## config.mk

```make
export PLATFORM = sky130hd
export DESIGN_NAME = nbt_top
export DESIGN_NICKNAME = d
export VERILOG_FILES = /design/src/rtl/nbt_pkg.sv /design/src/rtl/nbt_ctl_reg.sv /design/src/rtl/nbt_ninth_sel.sv /design/src/rtl/nbt_fsm.sv /design/src/rtl/nbt_top.sv
export SDC_FILE = /design/constraint.sdc
export NUM_CORES = 1
export LEC_CHECK = 0
export BUFFER_PORTS_ARGS = -buffer_cell sky130_fd_sc_hd__buf_2
export CORE_UTILIZATION = 47
export DETAILED_ROUTE_END_ITERATION = 8
export PLACE_DENSITY = 0.85
export SETUP_SLACK_MARGIN = 0.2
export SLEW_MARGIN = 10
export SYNTH_ARGS = -nofsm -noshare
export SYNTH_HDL_FRONTEND = slang
export SYNTH_SLANG_ARGS = --single-unit
export TNS_END_PERCENT = 30
```

## constraint.sdc

```tcl
create_clock -name clk -period 1.3 [get_ports clk]
set_input_delay 0.065 -clock clk [delete_from_list [all_inputs] [get_ports clk]]
set_output_delay 0.065 -clock clk [all_outputs]
set_load 0.05 [all_outputs]
```

## src/rtl/nbt_pkg.sv

```systemverilog
package nbt_pkg;
    typedef enum logic [2:0] {
        ST_IDLE,
        ST_START,
        ST_DATA,
        ST_NINTH,
        ST_STOP
    } nbt_state_t;
endpackage

```

## src/rtl/nbt_ctl_reg.sv

```systemverilog
module nbt_ctl_reg (
    input  logic clk,
    input  logic rst_n,
    input  logic ctl_wr,
    input  logic ctl_tb8,
    input  logic ctl_mode3,
    input  logic ctl_pen,
    input  logic accept,
    output logic tb8_q,
    output logic mode3_q,
    output logic pen_q
);
    always_ff @(posedge clk or negedge rst_n) begin
        if (!rst_n) begin
            tb8_q   <= 1'b0;
            mode3_q <= 1'b0;
            pen_q   <= 1'b0;
        end else begin
            if (accept)
                tb8_q <= 1'b0;
            else if (ctl_wr)
                tb8_q <= ctl_tb8;
            if (ctl_wr) begin
                mode3_q <= ctl_mode3;
                pen_q   <= ctl_pen;
            end
        end
    end
endmodule

```

## src/rtl/nbt_ninth_sel.sv

```systemverilog
module nbt_ninth_sel #(
    parameter int DATA_W = 8
) (
    input  logic [DATA_W-1:0] data,
    input  logic              tb8,
    input  logic              mode3,
    input  logic              pen,
    output logic              ninth
);
    logic even_par;
    assign even_par = ^data;
    assign ninth    = (mode3 && pen) ? even_par : tb8;
endmodule

```

## src/rtl/nbt_fsm.sv

```systemverilog
module nbt_fsm
    import nbt_pkg::*;
#(
    parameter int DATA_W = 8
) (
    input  logic              clk,
    input  logic              rst_n,
    input  logic              buf_wr,
    input  logic [DATA_W-1:0] buf_data,
    input  logic              ninth_in,
    input  logic              baud_tick,
    input  logic              ti_clr,
    output logic              tx,
    output logic              busy,
    output logic              ti,
    output logic              accept
);
    localparam int CNT_W = (DATA_W > 1) ? $clog2(DATA_W) : 1;
    localparam logic [CNT_W-1:0] LAST = CNT_W'(DATA_W - 1);

    nbt_state_t        state_q, state_d;
    logic [DATA_W-1:0] shreg_q;
    logic [CNT_W-1:0]  cnt_q;
    logic              ninth_q;
    logic              ti_q;
    logic              last_data;

    assign accept    = (state_q == ST_IDLE) && buf_wr;
    assign last_data = (state_q == ST_DATA) && baud_tick && (cnt_q == LAST);

    always_comb begin
        state_d = state_q;
        unique case (state_q)
            ST_IDLE:  if (buf_wr)    state_d = ST_START;
            ST_START: if (baud_tick) state_d = ST_DATA;
            ST_DATA:  if (last_data) state_d = ST_NINTH;
            ST_NINTH: if (baud_tick) state_d = ST_STOP;
            ST_STOP:  if (baud_tick) state_d = ST_IDLE;
            default:                 state_d = ST_IDLE;
        endcase
    end

    always_ff @(posedge clk or negedge rst_n) begin
        if (!rst_n) state_q <= ST_IDLE;
        else        state_q <= state_d;
    end

    always_ff @(posedge clk or negedge rst_n) begin
        if (!rst_n) begin
            shreg_q <= '0;
            cnt_q   <= '0;
            ninth_q <= 1'b0;
        end else if (accept) begin
            shreg_q <= buf_data;
            cnt_q   <= '0;
            ninth_q <= ninth_in;
        end else if ((state_q == ST_DATA) && baud_tick) begin
            shreg_q <= shreg_q >> 1;
            cnt_q   <= cnt_q + 1'b1;
        end
    end

    always_ff @(posedge clk or negedge rst_n) begin
        if (!rst_n)        ti_q <= 1'b0;
        else if (last_data) ti_q <= 1'b1;
        else if (ti_clr)    ti_q <= 1'b0;
    end

    always_comb begin
        tx   = 1'b1;
        busy = 1'b1;
        unique case (state_q)
            ST_IDLE:  busy = 1'b0;
            ST_START: tx = 1'b0;
            ST_DATA:  tx = shreg_q[0];
            ST_NINTH: tx = ninth_q;
            ST_STOP:  tx = 1'b1;
            default:  busy = 1'b0;
        endcase
        ti = ti_q;
    end
endmodule

```

## src/rtl/nbt_top.sv

```systemverilog
module nbt_top #(
    parameter int DATA_W = 8
) (
    input  logic              clk,
    input  logic              rst_n,
    input  logic              ctl_wr,
    input  logic              ctl_tb8,
    input  logic              ctl_mode3,
    input  logic              ctl_pen,
    input  logic              buf_wr,
    input  logic [DATA_W-1:0] buf_data,
    input  logic              baud_tick,
    input  logic              ti_clr,
    output logic              tx,
    output logic              busy,
    output logic              ti,
    output logic              tb8_o
);
    logic accept;
    logic mode3_q;
    logic pen_q;
    logic ninth;

    nbt_ctl_reg u_ctl (
        .clk(clk), .rst_n(rst_n), .ctl_wr(ctl_wr), .ctl_tb8(ctl_tb8),
        .ctl_mode3(ctl_mode3), .ctl_pen(ctl_pen), .accept(accept),
        .tb8_q(tb8_o), .mode3_q(mode3_q), .pen_q(pen_q)
    );

    nbt_ninth_sel #(.DATA_W(DATA_W)) u_sel (
        .data(buf_data), .tb8(tb8_o), .mode3(mode3_q), .pen(pen_q),
        .ninth(ninth)
    );

    nbt_fsm #(.DATA_W(DATA_W)) u_fsm (
        .clk(clk), .rst_n(rst_n), .buf_wr(buf_wr), .buf_data(buf_data),
        .ninth_in(ninth), .baud_tick(baud_tick), .ti_clr(ti_clr),
        .tx(tx), .busy(busy), .ti(ti), .accept(accept)
    );
endmodule

```

-- Word level (Yosys, flattened, before mapping)
Cells that the tools add are included.
- $add $sub $neg: 1
- multiply operators: 0
- divide/modulo/power cells: 0
- magnitude comparators: 0
- equality and inequality tests: 10
- shift-type cells: 0
- mux-type cells: 17
- bitwise gates (word level): 0
- reductions and logical operators: 11
- operators by type and width (operator ; count):
    $mux W3 ; 7
    $mux W8 ; 2
    $pmux W3 S5 ; 1
    $ne A2 B2 Y1 const B ; 4
    $reduce_xor A8 Y1 ; 1
    $eq A3 B2 Y1 const B ; 2
    $eq A3 B3 Y1 const B ; 2
    $mux W1 ; 6
    $reduce_bool A2 Y1 ; 3
    $reduce_and A5 Y1 ; 1
    $logic_and A1 B1 Y1 ; 4
    $reduce_or A4 Y1 ; 1
    $add A3 B1 Y3 const B ; 1
    $eq A3 B1 Y1 const B ; 1
    $logic_not A3 Y1 ; 1
    $pmux W1 S3 ; 1
    $ne A2 B1 Y1 const B ; 1
- bits in registers: 19
- latch bits: 0
- memory bits (writable): 0
- ROM bits: 0
- bits of input ports: 17
- output and inout port bits: 4
- word-level logic and storage cells: 47
- memories kept: 0

-- Longest topological paths before layout
Gate-level depths: netlist of the first run.
- depth after elaboration: 5
- depth in mapped cells: 6
- mapped depth without buffers: 6

-- Hierarchy
From an unflattened synthesis of the first run, not the netlist that was laid out.
- cell total of the unflattened synthesis: 83
- area, all modules: 984.7 sq um
- by module, submodules not included (module ; times used ; cells each ; area an instance (sq um) ; sequential area each (sq um)):
    nbt_fsm ; 1 ; 67 ; 800.8 ; 400.4
    nbt_ctl_reg ; 1 ; 7 ; 111.4 ; 75.1
    nbt_ninth_sel ; 1 ; 9 ; 72.6 ; 0.0

-- Least setup slack after synthesis of the first run
No wires, ideal clock.
- path type: register -> register
- start point: register u_fsm.state_q[1]
- end point: register u_fsm.cnt_q[0]
- library setup time: 0.125 ns
- arrival: 1.289 ns
- required time: 1.175 ns
- slack: -0.114 ns
- cell stages (with the launch flop): 5
- buffers on the path: 1
- clock period less this slack: 1.414 ns
- cell sequence: dfrtp_1 -> buf_6 -> nor4b_4 -> nor2_4 -> mux2_4
- longest elaborated chain between the ends: 3
- elaborated cells between the ends (all ways): 6
- classes of those cells: 1 x eq/ne; 1 x mux; 4 x reduce/logical
- RTL lines (item ; RTL line ; RTL):
    from (decl) ; nbt_fsm.sv:21 ; nbt_state_t state_q, state_d;
    from (signal assigned) ; nbt_fsm.sv:45 ; else state_q <= state_d;
    $eq A3 B2 Y1 or $logic_not A3 Y1 (tied branches) ; nbt_fsm.sv:57, nbt_fsm.sv:28 ;
    $logic_and A1 B1 Y1, on equally long branches ; nbt_fsm.sv:57, nbt_fsm.sv:28 ;
    $reduce_bool A2 Y1 (no line) or $mux W3 (tied branches) ; n/a ;
    to (signal assigned) ; nbt_fsm.sv:59 ; cnt_q <= cnt_q + 1'b1;
    to (decl) ; nbt_fsm.sv:23 ; logic [CNT_W-1:0] cnt_q;
Several ways; a longest one is shown, not always the timed one.
A chain may end at the register's enable or synchronous reset.

-- Worst setup path in the final report of the first run
- start point: register u_fsm.state_q[1]
- end point: output port tx
- longest elaborated chain between the ends: 2
- elaborated cells between the ends (all ways): 4
- classes of those cells: 3 x eq/ne; 1 x mux
- RTL lines (item ; RTL line ; RTL):
    $eq A3 B2 Y1 or $eq A3 B1 Y1 (tied branches) ; nbt_fsm.sv:72 ; unique case (state_q)
    $pmux W1 S3 * ; nbt_fsm.sv:72 ;
    to (decl) ; nbt_top.sv:14 ; output logic tx,
Every way passes the cells marked *; elsewhere a longest branch is shown, timed or not.

==> results.tsv, run 1 <==
stage	metric	value	unit
status	status	finished, violations left	
status	failing checks	setup timing	
yosys	share of synthesized registers carrying an async set or reset	1.00	
floorplan	die area	0.00226	mm2
clock_tree	# clock sinks	19	
yosys	Synth Flop Type	dfrtp_1	
yosys	Ys Warns	0	
detailed_routing	Antenna Nets Post-Route	0	
pwr	Pwr Density	2220	mW/mm2
floorplan	Die Width	47.5	um
clock_tree	cts bufs inserted	3	
detailed_routing	DRC viols	0	
timing	RSZ-0062 raised after global routing	yes	
timing	final hold vios	0	
layout	ant diodes	0	
floorplan	Initial Utilization	0.497	
yosys	register bit count reported by yosys	19	
yosys	syn_nets	109	
global_route	vias in the first global route	700	
floorplan	DIE HEIGHT	47.5	um
clock_tree	root buffer cell	clkbuf_4	
yosys	sequential share of the synthesized area	0.488	
pwr	Leak	0.614	nW
clock_tree	Worst-path clk slew	0.11	ns
yosys	number of synthesized flops with an enable pin	0	
yosys	Mapped Cells	90	
timing	Worst Skew	0.00183	ns
clock_tree	worst skew pair latency	0.30	ns
timing	slew margin rel.	0.720	
floorplan	boundary pin count	21	
timing	Hold WS	0.00950	ns
pwr	peak supply drop	1300	uV
layout	nets	146	
timing	final setup vio count	14	
timing	fin crit period	1.46	ns
yosys	post-synth cell types	27	
worst_setup_path	Critical Path End Type	output port	
layout	layout cell share with drive strength beyond 1	0.452	
global_route	grt ovf	0	
timing	Least-Margin Pin Slew	0.420	ns
detailed_routing	vias	760	
yosys	synthesized area	975	um2
floorplan	CORE AREA	0.00196	mm2
hold_path	Hold/Removal Path Class	in -> reg	
clock_tree	H-tree depth	1	
worst_setup_path	CP arrival	1.40	ns
layout	Finished Cell Area	0.00133	mm2
timing	Tcrit/Tclk final	1.12	
detailed_routing	Initial DRC Count	5	
global_route	first-pass GRT wire length	3040	um
detailed_routing	First-pass DRT Iterations	4	
worst_setup_path	crit path kind	reg -> out	
job	# Max-Cap Violations	0	
detailed_routing	Post-Route WL	2070	um
worst_setup_path	Crit Path Max Fanout	4	
placed_design	dpl cell area	0.00113	mm2
floorplan	row cnt	16	
layout	P&R area growth vs syn	36.3	%
global_route	largest net degree at the start of global routing	20	
clock_tree	CTS tree	yes	
yosys	mean post-synth cell area	10.8	um2
clock_tree	Max Buffers Root-to-Sink	2	
placed_design	post-DP HPWL	1390	um
worst_setup_path	CP startpoint kind	register	
global_route	antenna violations before repair	0	
detailed_routing	post-DR vias/cell	4.97	
detailed_routing	WL/cell	13.5	um
global_route	GRT Overall Usage	0.206	
placed_design	GP Congestion	0.803	
timing	FMAX	685	MHz
timing	Final WS setup	-0.160	ns
placed_design	I/O Buffers	20	
timing	Slew Limit Fails	0	
worst_setup_path	critical path required time	1.24	ns
[worst paths after layout]
kind	from	endpoint	slack, ns	cells after the start
setup / recovery	u_fsm.state_q[1]$_DFFE_PN0P_	tx	-0.16	5
max in group asynchronous	rst_n	u_fsm.state_q[1]$_DFFE_PN0P_	0.77	2
min in group asynchronous	rst_n	u_fsm.shreg_q[0]$_DFFE_PN0P_	0.21	2
setup reg to reg	u_fsm.state_q[0]$_DFFE_PN0P_	u_fsm.cnt_q[0]$_DFFE_PN0P_	-0.15	5
hold reg to reg	u_fsm.shreg_q[6]$_DFFE_PN0P_	u_fsm.shreg_q[6]$_DFFE_PN0P_	0.49	2
hold / removal	buf_data[4]	u_fsm.shreg_q[4]$_DFFE_PN0P_	0.01	3
[logic make-up after synthesis]
family | after synthesis | synth area share
buffers and inverters | 6 | 0.0513
DFF | 19 | 0.488
and+or+nand+nor | 31 | 0.172
AOI/OAI and AO/OA | 17 | 0.113
muxes | 6 | 0.0693
adders and majority gates | 2 | 0.0257
xor gates and xnor gates | 9 | 0.0809
[layout make-up]
type | instances | area [um2]
fill | 163 | 633
sequential | 19 | 477
inverter | 1 | 3.75
clock buffer | 3 | 22.5
timing repair buffer | 37 | 279
multi-input combinational | 65 | 508
tap | 27 | 33.8
clock inverter | 1 | 5.00
[routing by layer]
layer | global-route usage | vias to the layer above | share of wire
met2 | 0.348 | 19 | 0.51
met1 | 0.256 | 357 | 0.44
met5 | 0 | - | 0
met3 | 0.0566 | 5 | 0.034
met4 | 0.0667 | 0 | 0.014
li1 | - | 379 | -
[placed cells by master, fill, tap and decap left out]
master	count
ha_2	2
xnor2_2	1
buf_4	6
nor3b_2	1
buf_8	1
inv_1	1
o21ai_1	6
nand3b_1	1
nand2_1	13
dfrtp_1	18
or2_4	1
mux2_4	1
xnor2_1	7
a22oi_2	1
buf_2	18
mux2i_1	3
dfrtp_2	1
nand2_2	4
nand3_1	2
nor2_2	1
nor2b_2	1
clkinv_2	1
dlygate4sd3_1	5
xor2_2	1
nor4b_4	1
a31oi_1	1
mux2_2	2
buf_6	7
and4bb_4	1
nor2_1	3
clkbuf_4	3
a22oi_1	4
a21oi_1	2
a22o_1	3
nor2_4	2
[metrics by stage]
step,worst slack (ns),power (mW),utilization,instances,TNS [ns]
floorplan,-0.0921,1.95,-,90,-0.210
detailed placement,-0.0394,2.22,0.576,140,-0.128
global placement,0.00632,2.16,0.576,140,0
global route,-0.211,3.12,0.677,153,-2.20
finish,-0.160,2.94,0.677,153,-1.28
CTS,-0.141,2.84,0.658,153,-0.618
[worst max-delay path: stages, from the launching register on]
cell and delay (ns):
dfrtp_2 0.46, buf_6 0.14, nand2_2 0.05, a21oi_1 0.06, or2_4 0.23, buf_8 0.15
[state kept, by name, summed over array words and instances (netlist names)]
name           cells
u_ctl.tb8_q        1
u_fsm.ninth_q      1
u_fsm.ti           1
u_fsm.shreg_q      8
u_fsm.cnt_q        3
u_ctl.mode3_q      1
u_fsm.state_q      3
u_ctl.pen_q        1
[synthesized netlist by cell type, drive strengths merged (2+ instances only)]
master,instances,area share
o21ai,6,0.031
nand3,2,0.010
nor2,6,0.031
a22oi,5,0.039
xnor2,8,0.072
buf,5,0.047
dfrtp,19,0.49
nand2,17,0.065
mux2,3,0.039
a22o,3,0.027
mux2i,3,0.031
ha,2,0.026
a21oi,2,0.010
[power breakdown]
part / switching [mW] / internal, mW / leakage, nW / total (mW)
Sequential: 0.190 / 0.820 / 0.239 / 1.01
Combinational: 0.815 / 0.816 / 0.357 / 1.63
Clock: 0.187 / 0.115 / 0.0177 / 0.302
Total: 1.19 / 1.75 / 0.614 / 2.94
[timing repair]
action                                 CTS  global route
setup buffers                            4             0
cloned                                   0             0
hold buffers                             5             0
pin swaps                                8             4
setup endpoints to repair               18            19
endpoints found under the hold margin   23             0
gates resized for setup                 18            11
(Power assumes the default switching activity.)
==> run 2, diff against run 1 <==
--- a/config.mk
+++ b/config.mk
@@ -6,7 +6,10 @@
 export NUM_CORES = 1
 export LEC_CHECK = 0
 export BUFFER_PORTS_ARGS = -buffer_cell sky130_fd_sc_hd__buf_2
-export CORE_UTILIZATION = 47
+export CELL_PAD_IN_SITES_DETAIL_PLACEMENT = 1
+export CELL_PAD_IN_SITES_GLOBAL_PLACEMENT = 2
+export CORE_ASPECT_RATIO = 1.75
+export CORE_UTILIZATION = 30
 export DETAILED_ROUTE_END_ITERATION = 8
 export PLACE_DENSITY = 0.85
 export SETUP_SLACK_MARGIN = 0.2
==> run 2 against run 1 <==
  * The flow still finishes with violations (setup timing)
  * Register-to-register slack better by 0.04 ns
  * Utilization down 25 points
  * Flip-flop and latch count unchanged
  * Power up 3.0%
  * Critical path depth unchanged
  * Fmax up 2.4%
  * Count of clock-buffer cells in the layout unchanged
  * Design area up 0.66%
  * Combinational power about the same
  * Global-route usage down 5.3 points
  * Critical path type unchanged
  * Highest routed layer unchanged
==> results.tsv, run 2 (synthesis gave the netlist of run 1 again) <==
stage	metric	value	unit
timing	Final WS setup	-0.125	ns
status	failing checks	setup timing	
detailed_routing	First-pass DRT Iterations	4	
timing	TNS Setup	-0.781	ns
layout	layout cell share with drive strength beyond 1	0.429	
worst_setup_path	Critical Path End Type	output port	
job	# Max-Cap Violations	0	
global_route	first-pass GRT wire length	3900	um
clock_tree	Worst-path clk slew	0.07	ns
pwr	peak supply drop	1040	uV
timing	RSZ-0062 raised after global routing	yes	
worst_setup_path	Crit Path Max Fanout	3	
timing	Worst Skew	0.00154	ns
global_route	GRT Overall Usage	0.152	
worst_setup_path	CP startpoint kind	register	
detailed_routing	WL/cell	13.7	um
floorplan	Die Width	45.1	um
placed_design	I/O Buffers	20	
layout	Final Util	0.430	
clock_tree	Max Buffers Root-to-Sink	2	
floorplan	CORE AREA	0.00311	mm2
clock_tree	root buffer cell	clkbuf_8	
placed_design	GP Congestion	0.782	
status	status	finished, violations left	
pwr	Pwr Density	2270	mW/mm2
timing	fin crit period	1.43	ns
clock_tree	worst skew pair latency	0.25	ns
worst_setup_path	crit path kind	reg -> out	
floorplan	die area	0.00349	mm2
layout	most frequent cells in the layout	buf_2 (18), dfrtp_1 (18), nand2_1 (16), buf_4 (8)	
detailed_routing	Antenna Nets Post-Route	0	
worst_setup_path	CP arrival	1.36	ns
placed_design	post-DP HPWL	1740	um
worst_setup_path	critical path required time	1.24	ns
placed_design	dpl cell area	0.00115	mm2
detailed_routing	DRC viols	0	
layout	biggest regs	u_fsm.shreg_q (8), u_fsm.cnt_q (3), u_fsm.state_q (3)	
layout	Most flops, register	u_fsm.shreg_q	
clock_tree	# clock sinks	19	
layout	ant diodes	0	
detailed_routing	Post-Route WL	2320	um
global_route	largest net degree at the start of global routing	20	
timing	FMAX	702	MHz
detailed_routing	Initial DRC Count	26	
floorplan	row cnt	27	
global_route	antenna violations before repair	0	
layout	Filler cells	369	
layout	P&R area growth vs syn	37.2	%
clock_tree	cts bufs inserted	3	
timing	final setup vio count	15	
detailed_routing	vias	781	
clock_tree	CTS tree	yes	
clock_tree	H-tree depth	1	
global_route	vias in the first global route	824	
timing	final hold vios	0	
timing	Tcrit/Tclk final	1.10	
layout	Finished Cell Area	0.00134	mm2
pwr	Leak	0.619	nW
layout	max FFs per register	8	
layout	nets	146	
floorplan	DIE HEIGHT	77.4	um
floorplan	boundary pin count	21	
global_route	grt ovf	0	
timing	slew margin rel.	0.712	
timing	Least-Margin Pin Slew	0.432	ns
floorplan	Initial Utilization	0.314	
hold_path	Hold/Removal Path Class	in -> reg	
detailed_routing	post-DR vias/cell	4.62	
timing	Slew Limit Fails	0	
[run 2: cell types whose count changed in the layout (fill, tap and decap cells not counted), moves of 2 or more]
cell           delta
clkbuf_4          -3
clkbuf_8          +3
nand2_2           -3
o21ai_1           -2
buf_4             +2
nand2_1           +3
dlygate4sd3_1     -3
[run 2: through the flow]
step / instances / hold slack (ns) / total power [mW] / setup slack, ns
2_1_floorplan: 90 / -0.231 / 1.95 / -0.0921
3_3_place_gp: 156 / 0.0228 / 2.20 / -0.0208
3_5_place_dp: 156 / 0.0306 / 2.26 / -0.0719
4_1_cts: 167 / 0.00547 / 3.03 / -0.127
5_1_grt: 169 / 0.0460 / 3.25 / -0.187
6_report: 169 / 0.0412 / 3.03 / -0.125
[run 2: final timing paths]
kind | startpoint | endpoint | slack (ns) | cells past startpoint
max in group asynchronous | rst_n | u_fsm.state_q[2]$_DFFE_PN0P_ | 0.68 | 2
worst min-delay path | ctl_pen | u_ctl.pen_q$_DFFE_PN0P_ | 0.04 | 2
min in group asynchronous | rst_n | u_fsm.cnt_q[2]$_DFFE_PN0P_ | 0.29 | 2
worst min register to register | u_fsm.shreg_q[1]$_DFFE_PN0P_ | u_fsm.shreg_q[1]$_DFFE_PN0P_ | 0.49 | 2
worst max register to register | u_fsm.state_q[1]$_DFFE_PN0P_ | u_fsm.cnt_q[0]$_DFFE_PN0P_ | -0.11 | 5
worst max-delay path | u_fsm.state_q[0]$_DFFE_PN0P_ | tx | -0.13 | 5
[run 2: routing by layer]
metal,vias to the layer above,part of all wire,track usage
met1,389,0.39,0.180
met4,0,0.0091,0.0515
met2,10,0.58,0.262
met5,-,0,0
met3,2,0.019,0.0279
li1,380,-,-
[run 2: cell type report]
class                      instances  area (um2)  area share
clock inverter                     1        5.00     0.00374
sequential                        19         477       0.356
timing repair buffer              36         264       0.197
multi-input combinational         66         493       0.369
tap                               43        53.8      0.0402
inverter                           1        3.75     0.00281
clock buffer                       3        41.3      0.0309
[run 2: report_power, final]
part           switching [mW]  internal (mW)
Sequential              0.158          0.821
Combinational           0.841          0.817
Clock                   0.183          0.212
Total                    1.18           1.85
[run 2: timing repair]
action,4_1_cts,5_1_grt
hold buffers,1,1
gates cloned,1,1
hold endpoints to repair,19,1
pin swaps,7,5
endpoints found under the setup margin,19,18
gates resized for setup,21,2
buffers inserted,5,0
[run 2: critical path, stage by stage (launching register included)]
cell	delay (ns)
dfrtp_1	0.39
buf_6	0.13
nor3b_2	0.15
a21oi_1	0.06
or2_4	0.23
buf_8	0.15
